[config.mk]
export PLATFORM = sky130hd
export DESIGN_NAME = gpio_irq_port
export DESIGN_NICKNAME = d
export VERILOG_FILES = /design/src/rtl/gpio_irq_pkg.sv /design/src/rtl/gpio_sync.sv /design/src/rtl/gpio_trig_detect.sv /design/src/rtl/gpio_irq_status.sv /design/src/rtl/gpio_irq_port.sv
export SDC_FILE = /design/constraint.sdc
export NUM_CORES = 1
export LEC_CHECK = 0
export ABC_CLOCK_PERIOD_IN_PS = 3480
export CAP_MARGIN = 0
export CORE_AREA = 2 2 141 177
export CTS_BUF_LIST = sky130_fd_sc_hd__clkbuf_4
export DETAILED_ROUTE_END_ITERATION = 16
export DIE_AREA = 0 0 143 179
export GPL_TIMING_DRIVEN = 0
export PLACE_DENSITY_LB_ADDON = 0.1
export REMOVE_ABC_BUFFERS = 1
export SKIP_LAST_GASP = 1
export SLEW_MARGIN = 25
export SYNTH_ARGS = -nofsm -noshare
export SYNTH_HDL_FRONTEND = slang
export SYNTH_SLANG_ARGS = --single-unit
export TNS_END_PERCENT = 50
[constraint.sdc]
create_clock -name clk -period 3.48 [get_ports clk]
set_input_delay 1.044 -clock clk [delete_from_list [all_inputs] [get_ports clk]]
set_output_delay 1.044 -clock clk [all_outputs]
set_load 0.03 [all_outputs]
[src/rtl/gpio_irq_pkg.sv]
package gpio_irq_pkg;
  // word index of each register (byte address >> 2)
  localparam int IDX_DOUT = 0;
  localparam int IDX_DIR  = 1;
  localparam int IDX_PAD  = 2;
  localparam int IDX_CFGL = 3;
  localparam int IDX_CFGH = 4;
  localparam int IDX_MASK = 5;
  localparam int IDX_STAT = 6;

  typedef enum logic [1:0] {
    TRIG_LOW  = 2'd0,
    TRIG_HIGH = 2'd1,
    TRIG_RISE = 2'd2,
    TRIG_FALL = 2'd3
  } trig_e;
endpackage

[src/rtl/gpio_sync.sv]
module gpio_sync #(
  parameter int W = 32
) (
  input  logic         clk,
  input  logic         rst,
  input  logic [W-1:0] d,
  output logic [W-1:0] q,
  output logic [W-1:0] q_prev
);
  logic [W-1:0] meta;

  always_ff @(posedge clk) begin
    if (rst) begin
      meta   <= '0;
      q      <= '0;
      q_prev <= '0;
    end else begin
      meta   <= d;
      q      <= meta;
      q_prev <= q;
    end
  end
endmodule

[src/rtl/gpio_trig_detect.sv]
module gpio_trig_detect
  import gpio_irq_pkg::*;
#(
  parameter int NPINS = 32
) (
  input  logic [NPINS-1:0]   cur,
  input  logic [NPINS-1:0]   prev,
  input  logic [2*NPINS-1:0] cfg,
  output logic [NPINS-1:0]   hit
);
  for (genvar n = 0; n < NPINS; n++) begin : g_pin
    trig_e mode;
    assign mode = trig_e'(cfg[2*n +: 2]);
    always_comb begin
      unique case (mode)
        TRIG_LOW:  hit[n] = ~cur[n];
        TRIG_HIGH: hit[n] = cur[n];
        TRIG_RISE: hit[n] = cur[n] & ~prev[n];
        TRIG_FALL: hit[n] = ~cur[n] & prev[n];
      endcase
    end
  end
endmodule

[src/rtl/gpio_irq_status.sv]
module gpio_irq_status #(
  parameter int NPINS = 32
) (
  input  logic             clk,
  input  logic             rst,
  input  logic [NPINS-1:0] hit,
  input  logic [NPINS-1:0] clr,
  input  logic [NPINS-1:0] mask,
  output logic [NPINS-1:0] status,
  output logic             irq_lo,
  output logic             irq_hi,
  output logic             irq_any
);
  localparam int HALF = NPINS / 2;

  logic [NPINS-1:0] pend;
  assign pend = status & mask;

  always_ff @(posedge clk) begin
    if (rst) begin
      status  <= '0;
      irq_lo  <= 1'b0;
      irq_hi  <= 1'b0;
      irq_any <= 1'b0;
    end else begin
      // a detected condition outranks a clear on the same bit
      status  <= (status & ~clr) | hit;
      irq_lo  <= |pend[HALF-1:0];
      irq_hi  <= |pend[NPINS-1:HALF];
      irq_any <= |pend;
    end
  end
endmodule

[src/rtl/gpio_irq_port.sv]
module gpio_irq_port
  import gpio_irq_pkg::*;
#(
  parameter int NPINS  = 32,
  parameter int ADDR_W = 5
) (
  input  logic              clk,
  input  logic              rst,
  input  logic [ADDR_W-1:0] bus_addr,
  input  logic [NPINS-1:0]  bus_wdata,
  input  logic              bus_we,
  input  logic              bus_re,
  output logic [NPINS-1:0]  bus_rdata,
  input  logic [NPINS-1:0]  pad_in,
  output logic [NPINS-1:0]  pad_out,
  output logic [NPINS-1:0]  pad_oe,
  output logic              irq_lo,
  output logic              irq_hi,
  output logic              irq_any
);
  localparam int HALF  = NPINS / 2;
  localparam int IDX_W = ADDR_W - 2;

  logic [IDX_W-1:0]  widx;
  logic [NPINS-1:0]  dout_q, dir_q, mask_q;
  logic [2*HALF-1:0] cfg_lo_q, cfg_hi_q;
  logic [NPINS-1:0]  pad_s, pad_p, hit, clr, status;

  assign widx    = bus_addr[ADDR_W-1:2];
  assign pad_out = dout_q;
  assign pad_oe  = dir_q;
  assign clr     = (bus_we && widx == IDX_W'(IDX_STAT)) ? bus_wdata : '0;

  always_ff @(posedge clk) begin
    if (rst) begin
      dout_q   <= '0;
      dir_q    <= '0;
      mask_q   <= '0;
      cfg_lo_q <= '0;
      cfg_hi_q <= '0;
    end else if (bus_we) begin
      if (widx == IDX_W'(IDX_DOUT)) dout_q   <= bus_wdata;
      if (widx == IDX_W'(IDX_DIR))  dir_q    <= bus_wdata;
      if (widx == IDX_W'(IDX_MASK)) mask_q   <= bus_wdata;
      if (widx == IDX_W'(IDX_CFGL)) cfg_lo_q <= bus_wdata[2*HALF-1:0];
      if (widx == IDX_W'(IDX_CFGH)) cfg_hi_q <= bus_wdata[2*HALF-1:0];
    end
  end

  always_ff @(posedge clk) begin
    if (rst) begin
      bus_rdata <= '0;
    end else if (bus_re) begin
      if      (widx == IDX_W'(IDX_DOUT)) bus_rdata <= dout_q;
      else if (widx == IDX_W'(IDX_DIR))  bus_rdata <= dir_q;
      else if (widx == IDX_W'(IDX_PAD))  bus_rdata <= pad_s;
      else if (widx == IDX_W'(IDX_CFGL)) bus_rdata <= NPINS'(cfg_lo_q);
      else if (widx == IDX_W'(IDX_CFGH)) bus_rdata <= NPINS'(cfg_hi_q);
      else if (widx == IDX_W'(IDX_MASK)) bus_rdata <= mask_q;
      else if (widx == IDX_W'(IDX_STAT)) bus_rdata <= status;
      else                               bus_rdata <= '0;
    end
  end

  gpio_sync #(.W(NPINS)) u_sync (
    .clk(clk), .rst(rst), .d(pad_in), .q(pad_s), .q_prev(pad_p)
  );

  gpio_trig_detect #(.NPINS(NPINS)) u_det (
    .cur(pad_s), .prev(pad_p), .cfg({cfg_hi_q, cfg_lo_q}), .hit(hit)
  );

  gpio_irq_status #(.NPINS(NPINS)) u_stat (
    .clk(clk), .rst(rst), .hit(hit), .clr(clr), .mask(mask_q),
    .status(status), .irq_lo(irq_lo), .irq_hi(irq_hi), .irq_any(irq_any)
  );
endmodule

==> results.json, run 1 <==
{
  "status": "completed",
  "ios": 172,
  "areaGrowthSynthToFinish_pct": 22.06,
  "overflow": 0,
  "dieArea_mm2": 0.02560,
  "via_count": 13032,
  "cts_hold_buf": 0,
  "r2r_cells": 4,
  "fmax_mhz": 348.3,
  "rows": 64,
  "synth_top_family_by_area": "simple AND/OR/NAND/NOR gates",
  "clock_latency_ns": 0.72,
  "synth_compound_area_share_pct": 19.15,
  "grtUsageMet3_pct": 4.915,
  "yosys.area_share.simple_pct": 25.02,
  "final_nets": 1941,
  "period_needed_ns": 2.871,
  "ys_types": 37,
  "via_per_inst": 5.805,
  "finalClockSkew_ns": 0.04360,
  "clkTransAtPathRegs_ns": 0.06,
  "final_cell_area_mm2": 0.01720,
  "worstSetupStartpoint": "pad_out[27]",
  "antenna_found_initial": 1,
  "whs_path_depth": 1,
  "fp.dieH_um": 179,
  "crit-reg2reg-launch": "u_stat.status[6]",
  "netlist_area_mm2": 0.01409,
  "synthMuxAreaShare_pct": 4.822,
  "critPathLaunchType": "flop",
  "busiest_layer": "met2",
  "drt_first_pass_iters": 5,
  "die_x_um": 143,
  "worst_slack_ns": 0.6092,
  "cts.htree.levels": 3,
  "p_per_area_mw_per_mm2": 459.4,
  "criticalPathCategory": "reg -> out",
  "layout_commonest_cell": "nand2_1",
  "crit_required_ns": 2.44,
  "synthFlopType": "dfxtp_1",
  "slew_viol_final": 0,
  "drc": 0,
  "grt_pass1_vias": 12303,
  "synth_warnings": 0,
  "drtIter0Drc": 1002,
  "seq_area_frac_synth_pct": 45.89,
  "cpPeakStageDelay_ns": 0.76,
  "dpl.hpwl_um": 26480,
  "crit_family": "buffers and inverters",
  "gp_congestion": 0.8345,
  "post_cts.repair.setup_buffers": 0,
  "synth_xor_area_share_pct": 0.1243,
  "postSynthAreaPerCell_um2": 8.206,
  "p_leak_nw": 6.093,
  "drive_gt1_share_pct": 9.822,
  "maxCapViolCount": 0,
  "grtUsageMet2_pct": 54.21,
  "worst-path-stages": 1,
  "start_util_pct": 58.46,
  "root_buffer": "clkbuf_4",
  "critPathBufInv": 1,
  "holdWs_ns": 0.4238,
  "ctsResizeCount": 0,
  "wl_per_cell_um": 18.29,
  "final_cell_mix": "nand2_1, dfxtp_1, a21oi_1",
  "hold_path.class": "reg -> reg",
  "synth_fa_ha_area_share_pct": 0,
  "async_flop_share_pct": 0,
  "synthCells": 1717,
  "end_kind": "primary output",
  "place_area_mm2": 0.01623,
  "regArea_mm2": 0.006466,
  "met1_usage_pct": 39.57,
  "multiInputGateArea_mm2": 0.006975,
  "relSlewSlack_pct": 45.32,
  "clk_path_buf_depth": 3,
  "grt_max_degree": 121,
  "drt_wl_total_um": 41060,
  "worstPathMaxFanout": 4,
  "cts_buffers": 78,
  "grt_pass1_wl_um": 64190,
  "worstPathArrival_ns": 1.83,
  "tritoncts": "built",
  "portBuffers": 169,
  "grt_usage_pct": 31.69,
  "fillers": 1994,
  "worstPathCellList": "clkdlybuf4s50_1",
  "core_mm2": 0.02410,
  "finalSetupViolCount": 0,
  "synth_edf_count": 0,
  "tightest_slew_ns": 0.8191,
  "crit_path_top_delay_cell": "clkdlybuf4s50_1",
  "final_hold_viol_count": 0,
  "ant_nets": 0,
  "p_total_mw": 7.901,
  "irDropWorstVdd_uv": 280.4,
  "rsz0062_at_grt": "false",
  "place_ws_ns": 0.2151,
  "ys_ff_latch": 323,
  "hold_start": "u_sync.meta[10]",
  "period_share_pct": 82.49,
  "clock_sinks": 323
}
-- power breakdown --
part | switching, mW | internal [mW]
clock network | 1.51 | 1.63
registers | 0.108 | 3.82
logic | 0.481 | 0.354
total | 2.09 | 5.81
-- kinds of logic (layout without fill, tap and decap cells) --
logic type | Yosys count | after routing
AOI/OAI and AO/OA | 444 | 444
xor gates and xnor gates | 2 | 2
buffers and inverters | 153 | 350
DFF | 323 | 323
muxes | 64 | 64
other | 0 | 1
and+or+nand+nor | 731 | 731
-- metal layers --
metal  share of wire (%)  vias up
li1                    -     6224
met1                  41     6132
met2                  49      571
met3                 7.3      105
met4                 3.1        0
met5                   0        -
-- metrics by stage --
step | util, % | TNS, ns | instances
2_1_floorplan | - | 0 | 1596
3_3_place_gp | 64.76 | -2196.79 | 2095
3_5_place_dp | 67.33 | 0 | 2118
4_1_cts | 71.34 | 0 | 2244
5_1_grt | 71.35 | 0 | 2245
6_report | 71.35 | 0 | 2245
-- synth_stat cells (4+ instances only) --
library cell,n,area [µm²]
nand2_1,387,1453
dfxtp_1,323,6466
a21oi_1,225,1126
nor2b_1,159,994.7
nor2_1,71,266.5
o21ai_0,61,305.3
buf_2,53,265.3
clkbuf_1,50,187.7
nand3b_1,49,367.9
mux2i_1,33,330.3
inv_1,32,120.1
a22oi_1,31,232.7
mux2_2,31,349.1
o22a_1,31,271.5
o22ai_1,31,193.9
o32ai_1,31,271.5
nand2b_1,21,131.4
nand3_1,19,95.09
a211o_1,14,122.6
and3b_1,14,122.6
buf_4,11,82.58
a221oi_1,10,87.58
a22o_1,8,70.07
buf_1,4,15.01
-- registers in the layout (all words and copies together), names as in the netlist --
| name | cells |
|---|---|
| pad_oe | 32 |
| u_stat.irq_hi | 1 |
| u_sync.meta | 32 |
| u_stat.irq_any | 1 |
| u_sync.q | 32 |
| bus_rdata | 32 |
| pad_out | 32 |
| u_sync.q_prev | 32 |
| cfg_lo_q | 32 |
| u_stat.irq_lo | 1 |
| mask_q | 32 |
| u_stat.status | 32 |
| cfg_hi_q | 32 |
-- area by class of cell --
class	instances	share of cell area [%]
multi-input combinational	1241	40.56
sequential	323	37.60
timing repair buffer	192	13.10
clock buffer	106	4.627
tap	330	2.401
clock inverter	20	0.9967
inverter	32	0.6984
antenna	1	0.01455
-- path summary, 6_finish.rpt --
path	slack (ns)	end
max	0.61	pad_out[27]
min	0.42	u_sync.q[10]
max reg2reg	1.91	u_stat.irq_any
min reg2reg	0.42	u_sync.q[10]
No activity file was read; power rests on OpenSTA's default activity.
==> run 2, diff against run 1 <==
--- a/config.mk
+++ b/config.mk
@@ -5,12 +5,12 @@
 export SDC_FILE = /design/constraint.sdc
 export NUM_CORES = 1
 export LEC_CHECK = 0
-export ABC_CLOCK_PERIOD_IN_PS = 3480
+export ABC_CLOCK_PERIOD_IN_PS = 2600
 export CAP_MARGIN = 0
-export CORE_AREA = 2 2 141 177
+export CORE_AREA = 2 2 151 190
 export CTS_BUF_LIST = sky130_fd_sc_hd__clkbuf_4
 export DETAILED_ROUTE_END_ITERATION = 16
-export DIE_AREA = 0 0 143 179
+export DIE_AREA = 0 0 153 192
 export GPL_TIMING_DRIVEN = 0
 export PLACE_DENSITY_LB_ADDON = 0.1
 export REMOVE_ABC_BUFFERS = 1
==> constraint.sdc (replaced) <==
create_clock -name clk -period 2.6 [get_ports clk]
set_input_delay 0.78 -clock clk [delete_from_list [all_inputs] [get_ports clk]]
set_output_delay 0.78 -clock clk [all_outputs]
set_load 0.03 [all_outputs]
==> results.json, run 2 (synthesized netlist as in run 1, its figures left out) <==
{
  "finalSetupTns_ns": 0,
  "crit_required_ns": 1.82,
  "via_count": 12742,
  "whs_path_depth": 1,
  "cts.htree.levels": 3,
  "hold_start": "u_sync.meta[14]",
  "holdPathEnd": "u_sync.q[14]",
  "core_mm2": 0.02748,
  "portBuffers": 169,
  "irDropWorstVdd_uv": 381.7,
  "p_per_area_mw_per_mm2": 609.0,
  "place_ws_ns": -0.3588,
  "drt_first_pass_iters": 5,
  "overflow": 0,
  "cts_hold_buf": 0,
  "root_buffer": "clkbuf_4",
  "criticalPathCategory": "reg -> out",
  "end_kind": "primary output",
  "ant_nets": 0,
  "wl_per_cell_um": 18.21,
  "finalSetupViolCount": 0,
  "fillers": 2478,
  "worstPathMaxFanout": 4,
  "start_util_pct": 51.27,
  "tritoncts": "built",
  "drtIter0Drc": 923,
  "grt_pass1_vias": 12202,
  "rows": 68,
  "critPathBufInv": 1,
  "cts_buffers": 82,
  "period_needed_ns": 2.563,
  "grt_max_degree": 122,
  "final_cell_area_mm2": 0.01719,
  "antenna_found_initial": 2,
  "rsz0062_at_grt": "true",
  "final_nets": 1942,
  "areaGrowthSynthToFinish_pct": 21.97,
  "maxCapViolCount": 0,
  "status": "completed",
  "crit_family": "buffers and inverters",
  "dp.cells": 2135,
  "dpl.hpwl_um": 26960,
  "p_leak_nw": 6.310,
  "worst_slack_ns": 0.03729,
  "grt_usage_pct": 27.67,
  "final_cell_mix": "nand2_1, dfxtp_1, a21oi_1",
  "crit-reg2reg-launch": "u_stat.status[6]",
  "p_total_mw": 10.47,
  "clk_path_buf_depth": 3,
  "dieArea_mm2": 0.02938,
  "drive_gt1_share_pct": 9.979,
  "finalClockSkew_ns": 0.04292,
  "slew_viol_final": 0,
  "crit_path_top_delay_cell": "clkdlybuf4s50_1",
  "final_hold_viol_count": 0,
  "tightest_slew_ns": 0.7793,
  "period_share_pct": 98.57,
  "worst-r2r-setup-slack_ns": 1.03,
  "hold_path.class": "reg -> reg",
  "drt_wl_total_um": 41290,
  "gp_congestion": 0.7986,
  "worstPathArrival_ns": 1.78,
  "clkTransAtPathRegs_ns": 0.07,
  "clock_latency_ns": 0.72,
  "drc": 0,
  "die_x_um": 153,
  "ios": 172,
  "grt_pass1_wl_um": 65160,
  "relSlewSlack_pct": 47.97,
  "via_per_inst": 5.621,
  "fmax_mhz": 390.2,
  "r2r_cells": 4,
  "reg2reg_to": "u_stat.irq_lo",
  "cpPeakStageDelay_ns": 0.69,
  "layout_commonest_cell": "nand2_1",
  "post_cts.repair.setup_buffers": 0,
  "clock_sinks": 323,
  "place_area_mm2": 0.01620,
  "worstPathCellList": "clkdlybuf4s50_1",
  "fp.dieH_um": 192,
  "critPathLaunchType": "flop",
  "layoutNonFillerInstCount": 2267
}
run 2: changes by cell type in the layout (fill, tap and decap cells not counted), moves of 2 or more:
cell | before | now
buf_16 | 17 | 15
buf_6 | 5 | 2
buf_8 | 2 | 5
bufinv_16 | 3 | 1
clkbuf_4 | 106 | 115
clkdlybuf4s50_1 | 165 | 147
clkinv_1 | 13 | 10
clkinv_4 | 2 | 0
diode_2 | 1 | 3
dlygate4sd2_1 | 0 | 6
dlymetal6s2s_1 | 0 | 12
nand3_2 | 3 | 1
nand3_4 | 0 | 2
run 2: stage by stage:
step	hold WS [ns]	util (%)
final	0.4303	62.53
after global routing	0.4443	62.53
after CTS	0.4314	62.40
after detailed placement	0.4204	58.96
after global placement	0.4182	56.89
after floorplan	0.4138	-
run 2: power by group:
part | internal [mW] | switching, mW | total, mW
logic | 0.464 | 0.640 | 1.10
registers | 5.12 | 0.143 | 5.26
clock network | 2.11 | 1.99 | 4.10
total | 7.69 | 2.77 | 10.5
run 2: what timing repair did:
item                                    in CTS  in global routing
endpoints found under the setup margin      13                 25
resized for setup                            6                 12
hold endpoints to repair                     0                  0
run 2: worst max path at each step:
stage	start	endpoint	slack, ns	cells past startpoint
4_1_cts	pad_out[17]	pad_out[17]	-0.01	1
2_1_floorplan	bus_addr[4]	pad_oe[0]	0.35	4
5_1_grt	pad_out[7]	pad_out[7]	-0.02	1
3_3_place_gp	rst	bus_rdata[10]	-9.53	3
3_5_place_dp	bus_addr[3]	u_stat.status[15]	-0.36	7
6_report	pad_out[10]	pad_out[10]	0.04	1
run 2: layout make-up:
| type | count | area (µm²) | share of cell area, % |
|---|---|---|---|
| clock buffer | 115 | 863.3 | 5.024 |
| sequential | 323 | 6466 | 37.63 |
| multi-input combinational | 1241 | 6990 | 40.68 |
| inverter | 32 | 120.1 | 0.6989 |
| timing repair buffer | 189 | 2212 | 12.87 |
| tap | 350 | 437.9 | 2.548 |
| antenna | 3 | 7.507 | 0.04368 |
| clock inverter | 14 | 87.58 | 0.5096 |
run 2: metal layers:
metal  GRT usage (%)  part of all wire (%)
met1           35.38                    43
met5               0                     0
met2           46.45                    48
met4           10.65                   2.3
met3           5.325                   6.5
